--- config.mk ---
export PLATFORM = sky130hd
export DESIGN_NAME = wp_seq
export DESIGN_NICKNAME = d
export VERILOG_FILES = /design/src/rtl/wp_seq.sv
export SDC_FILE = /design/constraint.sdc
export NUM_CORES = 1
export LEC_CHECK = 0
export BUFFER_PORTS_ARGS = -buffer_cell sky130_fd_sc_hd__buf_2
export CAP_MARGIN = 20
export CORE_ASPECT_RATIO = 0.9
export CORE_MARGIN = 5
export CORE_UTILIZATION = 40
export CTS_BUF_LIST = sky130_fd_sc_hd__clkbuf_16
export DETAILED_ROUTE_END_ITERATION = 16
export PLACE_DENSITY = 0.72
export SYNTH_ARGS = -nofsm -noshare
export SYNTH_HDL_FRONTEND = slang
export SYNTH_SLANG_ARGS = --single-unit
--- constraint.sdc ---
create_clock -name clk -period 5 [get_ports clk]
set_clock_uncertainty 0.2 [all_clocks]
set_input_delay 0.75 -clock clk [delete_from_list [all_inputs] [get_ports clk]]
set_output_delay 0.75 -clock clk [all_outputs]
set_load 0.05 [all_outputs]
--- src/rtl/wp_seq.sv ---
module wp_seq #(
  parameter int ADDR_W = 13,
  parameter int DATA_W = 8,
  parameter int NBLK   = 8,
  parameter int WIN    = 64
) (
  input  logic              clk,
  input  logic              rst_n,
  input  logic              wr_stb,
  input  logic [ADDR_W-1:0] wr_addr,
  input  logic [DATA_W-1:0] wr_data,
  input  logic              wr_veto,
  output logic              commit_ok,
  output logic [NBLK-1:0]   lock_mask,
  output logic              mask_upd
);
  localparam int BLK_W = $clog2(NBLK);
  localparam int OFS_W = ADDR_W - 1;
  localparam int CNT_W = $clog2(WIN + 1);
  localparam logic [OFS_W-1:0] OFS_A = OFS_W'(12'h555);
  localparam logic [OFS_W-1:0] OFS_B = OFS_W'(12'hAAA);
  localparam logic [DATA_W-1:0] K_AA = DATA_W'(8'hAA);
  localparam logic [DATA_W-1:0] K_55 = DATA_W'(8'h55);
  localparam logic [DATA_W-1:0] K_A0 = DATA_W'(8'hA0);
  localparam logic [DATA_W-1:0] K_C0 = DATA_W'(8'hC0);

  typedef enum logic [3:0] {
    IDLE, U1, U2, OPEN, M1, M2, M3, LOAD, CLOSE
  } st_t;

  st_t              st;
  logic [CNT_W-1:0] cnt;

  wire at_a  = wr_addr[OFS_W-1:0] == OFS_A;
  wire at_b  = wr_addr[OFS_W-1:0] == OFS_B;
  wire hit_aa = at_a && wr_data == K_AA;
  wire hit_55 = at_b && wr_data == K_55;
  wire hit_a0 = at_a && wr_data == K_A0;
  wire hit_c0 = at_a && wr_data == K_C0;
  wire [BLK_W-1:0] blk = wr_addr[ADDR_W-1 -: BLK_W];
  wire good_wr = wr_stb && !wr_veto;

  assign commit_ok = good_wr && st == OPEN && !lock_mask[blk];

  always_ff @(posedge clk) begin
    if (!rst_n) begin
      st        <= IDLE;
      cnt       <= '0;
      lock_mask <= '0;
      mask_upd  <= 1'b0;
    end else begin
      mask_upd <= 1'b0;
      if (wr_stb) begin
        cnt <= '0;
        if (wr_veto) st <= IDLE;
        else begin
          case (st)
            IDLE:  st <= hit_aa ? U1 : IDLE;
            U1:    st <= hit_55 ? U2 : IDLE;
            U2:    st <= hit_a0 ? OPEN : (hit_c0 ? M1 : IDLE);
            OPEN:  st <= OPEN;
            M1:    st <= hit_aa ? M2 : IDLE;
            M2:    st <= hit_55 ? LOAD : IDLE;
            LOAD: begin
              lock_mask <= wr_data[NBLK-1:0];
              mask_upd  <= 1'b1;
              st        <= CLOSE;
            end
            default: st <= IDLE;
          endcase
        end
      end else if (st != IDLE) begin
        if (cnt == CNT_W'(WIN - 1)) begin
          st  <= IDLE;
          cnt <= '0;
        end else begin
          cnt <= cnt + 1'b1;
        end
      end
    end
  end
endmodule


* Word-level counts from Yosys, hierarchy flattened
Index checks and enable logic that the tools add are counted.
** Storage, ports and cells
- Output and inout bits :: 10
- Bits of input ports :: 25
- Logic and storage cells :: 54
- Register bits after elaboration :: 20
** Cells by class
- Add/sub/neg operators :: 1
- Reduce and logical (&&, ||, !) cells :: 17
- Bitwise gates (word level) :: 3
- Equal/unequal tests :: 13
- Multiplexer cells :: 15
- Magnitude comparators :: 1
** Operators with widths (number)
- $pmux 4 s7 :: 1
- $eq 8x8->1 const B :: 3
- $mux 4 :: 4
- $eq 12x11->1 const B :: 1
- $eq 12x12->1 const B :: 1
- $eq 4x3->1 const B :: 3
- $mux 3 :: 4
- $eq 4x2->1 const B :: 2
- $eq 8x7->1 const B :: 1
- $add 7x1->7 const B :: 1
- $eq 7x6->1 const B :: 1
- $logic_and 1x1->1 :: 7
- $mux 7 :: 1
- $eq 4x1->1 const B :: 1
- $logic_not 4->1 :: 1
- $lt 3x4->1 const B :: 1
- $reduce_bool 2->1 :: 2
- $reduce_bool 4->1 :: 1
- $bmux 1 s3 :: 1
- $mux 1 :: 3
- $not 1->1 :: 3
- $reduce_and 3->1 :: 1
- $reduce_or 3->1 :: 1
- $logic_not 1->1 :: 2
- other kinds (3) :: 3

* Depth between registers and ports, before layout
Gate-level depths: netlist (run 1).
- Depth in word-level cells :: 7
- Depth in mapped cells :: 6
- Depth with buffers taken out :: 4

* Least setup slack after synthesis (run 1)
Ideal clock, no wire load.
- Path type :: input to output
- From :: in wr_addr[11]
- To :: out commit_ok
- Stages :: 3
- Arrival time :: 2645 ps
- Path buffers :: 0
- Slack :: 1405 ps
- Cells stage by stage :: mux4_2 > mux2_2 > nor3b_1
** Between the ends
- Cells in the longest elaborated chain, start to end :: 4
** Ends and longest elaborated chain
- start, declared :: RTL line 10 : input logic [ADDR_W-1:0] wr_addr,
- $bmux 1 s3 :: RTL line 43 : assign commit_ok = good_wr && st == OPEN && !lock_mask[blk];
- $mux 1 (implied by the code) :: RTL line 43
- $logic_not 1->1 :: RTL line 43
- $logic_and 1x1->1 :: RTL line 43
- end, declared :: RTL line 13 : output logic commit_ok,
Every way passes these cells. The select of a mux whose other input is x is not followed.

* Worst setup path in the final report (run 1)
Same ends and word-level chain as after synthesis.

==> flow_metrics.py, run 1 <==
metrics = {
    "status": {
        "status": "finished, final reports clean",
    },
    "placement": {
        "post-place-ws_ns": 1.950,
        "placed_area_mm2": 0.001329,
        "dpl.cell_count": 188,
        "hpwl_mm": 2.190,
        "numPortBuffers": 34,
        "place_congestion": 0.8565,
    },
    "cells_and_area": {
        "nets": 179,
        "regArea_um2": 400.4,
        "antenna_cells": 0,
        "drive_above_1_share_pct": 32.24,
        "nFillCells": 261,
        "final_core_util_pct": 52.62,
        "area_growth_pct": 27.48,
        "fin_area_mm2": 0.001434,
        "multi_input_area_um2": 681.9,
        "stdcell_count": 192,
    },
    "power_and_ir_drop": {
        "power_frac_comb_pct": 6.2,
        "powerDensity_mw_per_mm2": 279.9,
        "seq_power_share_pct": 39.7,
        "internal-power_mw": 0.3309,
        "netSwitchingFraction_pct": 17.55,
        "p_leak_nw": 0.5598,
        "ir_drop_v": 0.0003739,
        "p_switching_mw": 0.07045,
        "power_frac_clock_pct": 54.0,
        "power_mw": 0.4013,
    },
    "die": {
        "initial_utilization_pct": 41.28,
        "die_area_mm2": 0.003974,
        "rows": 18,
        "design.core.area_mm2": 0.002725,
        "die_w_um": 65.90,
        "num_io_pins": 35,
        "die_y_um": 60.31,
    },
    "sta": {
        "fin_crit_ns": 3.060,
        "layout_setup_ws_ns": 1.940,
        "tightest_slew_ns": 0.5797,
        "setup_viol": 0,
        "max_clock_freq_mhz": 326.8,
        "holdWs_ns": 0.2817,
        "hold_violations": 0,
        "slew_headroom_pct": 61.00,
        "finalSetupTns_ns": 0,
        "timing.final.crit_share_pct": 61.19,
        "rsz0062_at_grt": "false",
        "finalMaxSlewViolations": 0,
    },
    "routing": {
        "first_pass_iters": 4,
        "drcViolationCount": 0,
        "drtIter0Drc": 28,
        "vias_per_cell": 5.354,
        "vias": 1028,
        "wire_per_inst_um": 15.02,
        "ant_nets": 0,
        "routed_wl_mm": 2.884,
    },
    "worst_setup_path": {
        "cp-end-kind": "output port",
        "cp.arrival_ns": 2.11,
        "critPathLaunchType": "primary input",
        "worst-r2r-cell-count": 4,
        "crit_path_cell_trace": "buf_2 > mux4_2 > mux2_2 > nor3b_1 > buf_2",
        "cp_max_fo": 4,
        "critPathRequiredTime_ns": 4.05,
        "max_stage_delay_ns": 0.49,
        "timing.rr.start": "st[0]",
        "setup.worst_path.start": "wr_addr[11]",
        "worstSetupPathType": "in -> out",
        "crit_slowest_cell": "mux4_2",
        "cp_common_cell": "buf_2",
    },
    "logic_synthesis": {
        "ys_ff_latch": 20,
        "ys_async_sr_fraction_pct": 0,
        "ys_types": 46,
        "synth_cells": 117,
        "synth_edf_count": 0,
        "syn_nets": 143,
        "synth_area_mm2": 0.001125,
        "ys_seq_area_share_pct": 35.60,
        "synth_ff_type": "dfxtp_1",
        "yosys_warnings": 0,
        "avgSynthCellArea_um2": 9.614,
    },
    "clock_tree": {
        "post_cts_hold_buffer_count": 0,
        "ctsResizeCount": 0,
        "cts_tree": "built",
        "cts_buffers": 3,
        "clock_latency_ns": 0.25,
        "clk_pin_slew_worst_paths_ns": 0.06,
        "cts-root-buf": "clkbuf_16",
        "cts.path.max_buffers": 2,
        "clkSinkCount": 20,
        "post_cts_buffers": 0,
        "h-tree-depth": 1,
    },
    "global_routing": {
        "grt_max_degree": 13,
        "first_global_vias": 992,
        "grt_overflow_total": 0,
        "grt_pass1_wl_mm": 4.609,
        "antenna_found_initial": 0,
        "grt.total_usage_pct": 15.52,
    },
    "flow_run": {
        "cap_violations": 0,
    },
    "min_path": {
        "hold_depth": 2,
        "hold_path.class": "reg -> reg",
        "hp-start": "cnt[1]",
    },
}
-- worst max-delay path, delay by kind of cell --
family                 cells  cell delay [ns]
muxes                      2             0.76
buffers and inverters      2             0.42
and+or+nand+nor            1             0.18
-- kinds of logic (layout without fill, tap and decap cells) --
group | count (synthesis) | after routing | synth area share, %
buf+inv | 9 | 44 | 3.782
simple gates | 57 | 57 | 34.93
compound gates | 15 | 15 | 9.344
xor+xnor | 4 | 4 | 3.114
mux | 11 | 11 | 12.12
fa+ha+maj | 1 | 1 | 1.112
flops | 20 | 20 | 35.59
-- sequential cells by signal, summed over array words and instances (netlist names) --
| register | count |
|---|---|
| mask_upd | 1 |
| cnt | 7 |
| st | 4 |
| lock_mask | 8 |
-- Yosys cell counts (all sizes together) (2+ instances only) --
library cell	instances	area [µm²]
o21bai	2	15.01
inv	5	18.77
nand4	4	25.02
xor2	4	35.03
nand3	3	15.01
and4	2	18.77
nand2	7	26.28
nor4	4	40.04
nor2b	8	50.05
a21oi	2	10.01
or4b	2	23.77
nor2	5	18.77
buf	2	16.26
nor4bb	4	40.04
a31oi	3	18.77
nand2b	3	18.77
mux2i	8	80.08
mux4	2	45.04
o21ai	2	10.00
nor3b	2	15.01
clkbuf	2	7.510
nor3	2	10.01
nor4b	2	17.52
dfxtp	20	400.4
and2	2	13.77
-- cell type report --
cell class / instances / share of cell area [%]
Multi-Input combinational cell: 88 / 47.56
Sequential cell: 20 / 27.92
Timing Repair Buffer: 35 / 12.39
Clock buffer: 3 / 5.236
Tap cell: 40 / 3.490
Clock inverter: 1 / 2.094
Inverter: 5 / 1.309
-- cell usage in the layout, fill, tap and decap left out, drive strengths merged, types with 2 or more instances in the layout --
master and instances:
nor4 4, nand3 3, nand2 7, nor3b 2, dfxtp 20, nor3 2
a31oi 3, or4b 2, nor2 5, nand2b 3, xor2 4, nor4bb 4
mux2i 8, nor2b 8, nand4 4, buf 35, nor4b 2, mux4 2
o21bai 2, and4 2, inv 5, a21oi 2, o21ai 2, and2 2
clkbuf 3
-- per-layer routing --
| layer | up-vias | GRT usage (%) | wire length, µm |
|---|---|---|---|
| met4 | 0 | 7.101 | 70 |
| met3 | 6 | 3.008 | 62 |
| met1 | 485 | 17.33 | 1229 |
| li1 | 514 | - | - |
| met5 | - | 0 | 0 |
| met2 | 23 | 28.57 | 1522 |
-- power groups by stage --
stage	Clock, mW	Sequential, mW	Combinational, mW
floorplan	0	0.163	0.00985
global placement	0	0.163	0.0239
detailed placement	0	0.163	0.0244
CTS	0.221	0.159	0.0247
global route	0.227	0.159	0.0271
finish	0.217	0.159	0.0251
-- path summary, 6_finish.rpt --
kind         slack [ns]        end
max                1.94  commit_ok
min                0.28     cnt[1]
max reg2reg        3.23     cnt[5]
min reg2reg        0.28     cnt[1]
Note: power is estimated with default switching activity, not from simulation.
==> inputs of run 2 (changes only) <==
==> constraint.sdc (replaced) <==
create_clock -name clk -period 3.15 [get_ports clk]
set_clock_uncertainty 0.2 [all_clocks]
set_input_delay 0.4725 -clock clk [delete_from_list [all_inputs] [get_ports clk]]
set_output_delay 0.4725 -clock clk [all_outputs]
set_load 0.05 [all_outputs]
==> run 2 against run 1 <==
Net effect: hold slack worse by 0.017 ns; sequential share of layout area is 0.52 points higher; flip-flop and latch count unchanged; via count is 0.58% lower; worst setup slack lost 1.3 ns; routed wire length fell by 4.8%; utilization decreased by 0.96 points; final cell count unchanged; die area did not move; non-clock buffer count stayed put; global-route usage decreased by 0.65 points; largest power group unchanged.
==> flow_metrics.py, run 2 (synthesis results as in run 1) <==
metrics = {
    "clock_tree": {
        "post_cts_hold_buffer_count": 0,
        "cts.path.max_buffers": 2,
        "cts_tree": "built",
        "post_cts_buffers": 0,
        "clkSinkCount": 20,
        "clock_latency_ns": 0.25,
        "clk_pin_slew_worst_paths_ns": 0.05,
        "h-tree-depth": 1,
        "cts_buffers": 3,
        "ctsResizeCount": 0,
        "cts-root-buf": "clkbuf_16",
    },
    "die": {
        "initial_utilization_pct": 41.28,
        "rows": 18,
        "design.core.area_mm2": 0.002725,
        "num_io_pins": 35,
        "die_w_um": 65.90,
        "die_y_um": 60.31,
        "die_area_mm2": 0.003974,
    },
    "routing": {
        "vias_per_cell": 5.323,
        "ant_nets": 0,
        "drcViolationCount": 0,
        "vias": 1022,
        "drtIter0Drc": 13,
        "wire_per_inst_um": 14.31,
        "wl_met2_mm": 1.389,
        "routed_wl_mm": 2.747,
        "highest_layer": "met4",
        "first_pass_iters": 4,
        "wl_met1_mm": 1.221,
        "wl_met3_um": 47,
    },
    "global_routing": {
        "grt.total_usage_pct": 14.87,
        "grt_pass1_wl_mm": 4.609,
        "antenna_found_initial": 0,
        "first_global_vias": 1051,
        "grt_max_degree": 12,
        "grt_overflow_total": 0,
    },
    "worst_setup_path": {
        "critPathRequiredTime_ns": 2.48,
        "cp-end-kind": "output port",
        "timing.rr.start": "st[0]",
        "cp.arrival_ns": 1.85,
        "worstSetupPathType": "in -> out",
        "cp_max_fo": 4,
        "critPathLaunchType": "primary input",
        "setup.worst_path.start": "wr_addr[10]",
    },
    "sta": {
        "max_clock_freq_mhz": 396.2,
        "finalSetupTns_ns": 0,
        "timing.final.crit_share_pct": 80.12,
        "holdWs_ns": 0.2642,
        "finalMaxSlewViolations": 0,
        "setup_viol": 0,
        "rsz0062_at_grt": "false",
        "slew_headroom_pct": 60.64,
        "tightest_slew_ns": 0.5850,
        "layout_setup_ws_ns": 0.6262,
        "hold_violations": 0,
        "fin_crit_ns": 2.524,
    },
    "cells_and_area": {
        "area_growth_pct": 25.14,
        "largest_reg_flops": 8,
        "top_register": "lock_mask",
        "nets": 179,
        "drive_above_1_share_pct": 31.58,
        "multi_input_area_um2": 681.9,
        "regArea_um2": 400.4,
        "largestRegisters": "lock_mask (8), cnt (7), st (4)",
        "nFillCells": 264,
        "antenna_cells": 0,
        "layout_common_cells": "buf_2, dfxtp_1, mux2i_1, nor2b_1, nand2_1",
        "final_core_util_pct": 51.65,
        "layout_commonest_cell": "buf_2",
    },
    "placement": {
        "place_congestion": 0.8585,
        "hpwl_mm": 2.184,
        "numPortBuffers": 34,
        "post-place-ws_ns": 0.6350,
    },
    "status": {
        "status": "finished, final reports clean",
    },
    "power_and_ir_drop": {
        "ir_drop_v": 0.0003732,
        "power_mw": 0.5475,
        "p_leak_nw": 0.5473,
        "powerDensity_mw_per_mm2": 388.9,
    },
    "min_path": {
        "hold_path.class": "reg -> reg",
        "hp-start": "cnt[6]",
    },
    "flow_run": {
        "cap_violations": 0,
    },
}
[run 2: worst max-delay path, cell delays in order]
cell and delay [ns]:
buf_2 0.13, mux4_2 0.50, mux2_2 0.27, nor3b_1 0.18, buf_2 0.29
[run 2: final timing paths]
check                 endpoint  slack [ns]  cells past startpoint
setup reg to reg  lock_mask[0]        1.34                      5
hold reg to reg         cnt[6]        0.26                      2
hold / removal          cnt[6]        0.26                      2
setup / recovery     commit_ok        0.63                      5
[run 2: cell type report]
class                           count  share of cell area (%)
Clock inverter                      1                  0.2667
Inverter                            5                   1.333
Tap cell                           40                   3.556
Clock buffer                        3                   5.333
Multi-Input combinational cell     88                   48.44
Timing Repair Buffer               35                   12.62
Sequential cell                    20                   28.44
[run 2: stage by stage]
stage | instances | area, µm²
2_1_floorplan | 117 | 1125
3_3_place_gp | 188 | 1329
3_5_place_dp | 188 | 1329
4_1_cts | 192 | 1408
5_1_grt | 192 | 1408
6_report | 192 | 1408
[run 2: power breakdown]
group	internal (mW)	leakage, nW	total, mW	switching (mW)
clock	0.169	0.0385	0.254	0.0858
sequential	0.253	0.161	0.253	0.0000000144
combinational	0.0204	0.348	0.0399	0.0195
total	0.442	0.547	0.547	0.105
[run 2: metal layers]
layer / GRT usage, % / vias up
met5: 0 / -
met4: 8.284 / 0
met3: 2.444 / 7
met2: 26.00 / 19
met1: 17.41 / 484
li1: - / 512
==> inputs of run 3 (changes only) <==
--- a/config.mk
+++ b/config.mk
@@ -12,7 +12,7 @@
 export CORE_UTILIZATION = 40
 export CTS_BUF_LIST = sky130_fd_sc_hd__clkbuf_16
 export DETAILED_ROUTE_END_ITERATION = 16
-export PLACE_DENSITY = 0.72
+export PLACE_DENSITY = 0.74
 export SYNTH_ARGS = -nofsm -noshare
 export SYNTH_HDL_FRONTEND = slang
 export SYNTH_SLANG_ARGS = --single-unit
==> constraint.sdc (replaced) <==
create_clock -name clk -period 2.1 [get_ports clk]
set_clock_uncertainty 0.2 [all_clocks]
set_input_delay 0.315 -clock clk [delete_from_list [all_inputs] [get_ports clk]]
set_output_delay 0.315 -clock clk [all_outputs]
set_load 0.05 [all_outputs]
==> run 3 against run 2 <==
Net effect: the run now ends with negative setup slack left; sequential share of layout area rose by 0.46 points; via count rose by 5.1%; die area did not move; register-to-register slack got worse by 1.1 ns; non-clock buffer count rose by 4; sequential power rose by 46%; total power rose by 50%; flip-flop and latch count did not move; combinational power rose by 59%; critical endpoint unchanged; largest cell class unchanged.
==> flow_metrics.py, run 3 (synthesis results as in run 1) <==
metrics = {
    "status": {
        "status": "finished, violations left",
        "violations": "negative setup slack",
    },
    "cells_and_area": {
        "drive_above_1_share_pct": 39.10,
        "largestRegisters": "lock_mask (8), cnt (7), st (4)",
        "fin_area_mm2": 0.001489,
        "top_register": "lock_mask",
        "largest_reg_flops": 8,
        "nFillCells": 239,
        "layout_commonest_cell": "buf_2",
        "area_growth_pct": 32.37,
        "layout_common_cells": "buf_2, dfxtp_1, mux2i_1, nor2b_1, dfxtp_4",
        "stdcell_count": 196,
        "nets": 183,
        "antenna_cells": 0,
        "final_core_util_pct": 54.64,
    },
    "routing": {
        "vias_per_cell": 5.480,
        "vias": 1074,
        "wire_per_inst_um": 15.18,
        "first_pass_iters": 4,
        "drcViolationCount": 0,
        "routed_wl_mm": 2.976,
        "ant_nets": 0,
        "drtIter0Drc": 36,
    },
    "power_and_ir_drop": {
        "ir_drop_v": 0.0004889,
        "p_leak_nw": 0.5773,
        "powerDensity_mw_per_mm2": 552.4,
        "power_mw": 0.8224,
    },
    "placement": {
        "numPortBuffers": 34,
        "place_congestion": 0.8442,
        "dpl.cell_count": 192,
        "hpwl_mm": 2.322,
        "placed_area_mm2": 0.001404,
        "post-place-ws_ns": -0.05936,
    },
    "global_routing": {
        "grt_pass1_wl_mm": 4.830,
        "grt.total_usage_pct": 16.30,
        "first_global_vias": 1095,
        "grt_overflow_total": 0,
        "grt_max_degree": 12,
        "antenna_found_initial": 0,
    },
    "min_path": {
        "hold_path.class": "in -> reg",
    },
    "worst_setup_path": {
        "critical-path-top-delay-family": "multiplexers",
        "crit_path_cell_trace": "mux4_2 > mux2_4 > nor3b_4 > buf_6",
        "cp-end-kind": "output port",
        "critPathRequiredTime_ns": 1.58,
        "cp.arrival_ns": 1.72,
        "cp_max_fo": 3,
        "max_stage_delay_ns": 0.47,
        "worstSetupPathType": "reg -> out",
        "crit_slowest_cell": "mux4_2",
        "critPathLaunchType": "flip-flop",
        "worst-path-buf-inv": 1,
    },
    "sta": {
        "fin_crit_ns": 2.237,
        "timing.final.crit_share_pct": 106.5,
        "setup_viol": 1,
        "hold_violations": 0,
        "max_clock_freq_mhz": 447.0,
        "finalMaxSlewViolations": 0,
        "rsz0062_at_grt": "true",
        "tightest_slew_ns": 0.6243,
        "layout_setup_ws_ns": -0.1372,
        "slew_headroom_pct": 58.00,
        "finalSetupTns_ns": -0.1372,
        "holdWs_ns": 0.1710,
    },
    "clock_tree": {
        "h-tree-depth": 1,
        "cts_buffers": 3,
        "cts-root-buf": "clkbuf_16",
        "cts_tree": "built",
        "clk_pin_slew_worst_paths_ns": 0.05,
        "cts.path.max_buffers": 2,
        "post_cts_hold_buffer_count": 0,
        "clkSinkCount": 20,
        "clock_latency_ns": 0.25,
    },
    "flow_run": {
        "cap_violations": 0,
    },
    "die": {
        "die_w_um": 65.90,
        "rows": 18,
        "design.core.area_mm2": 0.002725,
        "die_area_mm2": 0.003974,
        "num_io_pins": 35,
        "initial_utilization_pct": 41.28,
        "die_y_um": 60.31,
    },
}
run 3: cell count changes in the layout (fill, tap and decap cells not counted), sizes merged:
cell  before  now
buf       35   39
run 3: final cells by class:
cell class | instances | area [µm²] | area share (%)
repair buffers | 39 | 214.0 | 14.37
multi-input cells | 88 | 696.9 | 46.81
flip-flops and latches | 20 | 430.4 | 28.91
clock inverters | 1 | 3.754 | 0.2521
well taps | 40 | 50.05 | 3.361
clock buffers | 3 | 75.07 | 5.042
inverters | 5 | 18.77 | 1.261
run 3: report_power, final:
group / switching, mW / leakage [nW] / internal [mW]
Combinational: 0.0306 / 0.371 / 0.0330
Clock: 0.136 / 0.0385 / 0.254
Sequential: 0.0000000199 / 0.167 / 0.369
run 3: metal layers:
layer / vias to the layer above / routed length [µm] / track usage, %
li1: 520 / - / -
met1: 508 / 1192 / 17.10
met2: 33 / 1575 / 29.71
met3: 13 / 78 / 2.632
met4: 0 / 129 / 11.83
met5: - / 0 / 0
run 3: final timing paths:
check | startpoint | end | slack [ns] | cells past startpoint
worst min register to register | cnt[6] | cnt[6] | 0.26 | 2
worst max register to register | st[0] | lock_mask[2] | 0.28 | 5
worst max-delay path | lock_mask[3] | commit_ok | -0.14 | 4
worst min-delay path | wr_data[1] | lock_mask[1] | 0.17 | 3
run 3: tightest hold or removal path: stages:
cell,delay [ns]
buf_2,0.11
mux2i_1,0.07
nor2b_1,0.09
run 3: what timing repair did:
| action | CTS | global route |
|---|---|---|
| setup endpoints to repair | 1 | 1 |
| setup buffers | 0 | 0 |
| resized for setup | 2 | 0 |
| cloned | 0 | 0 |
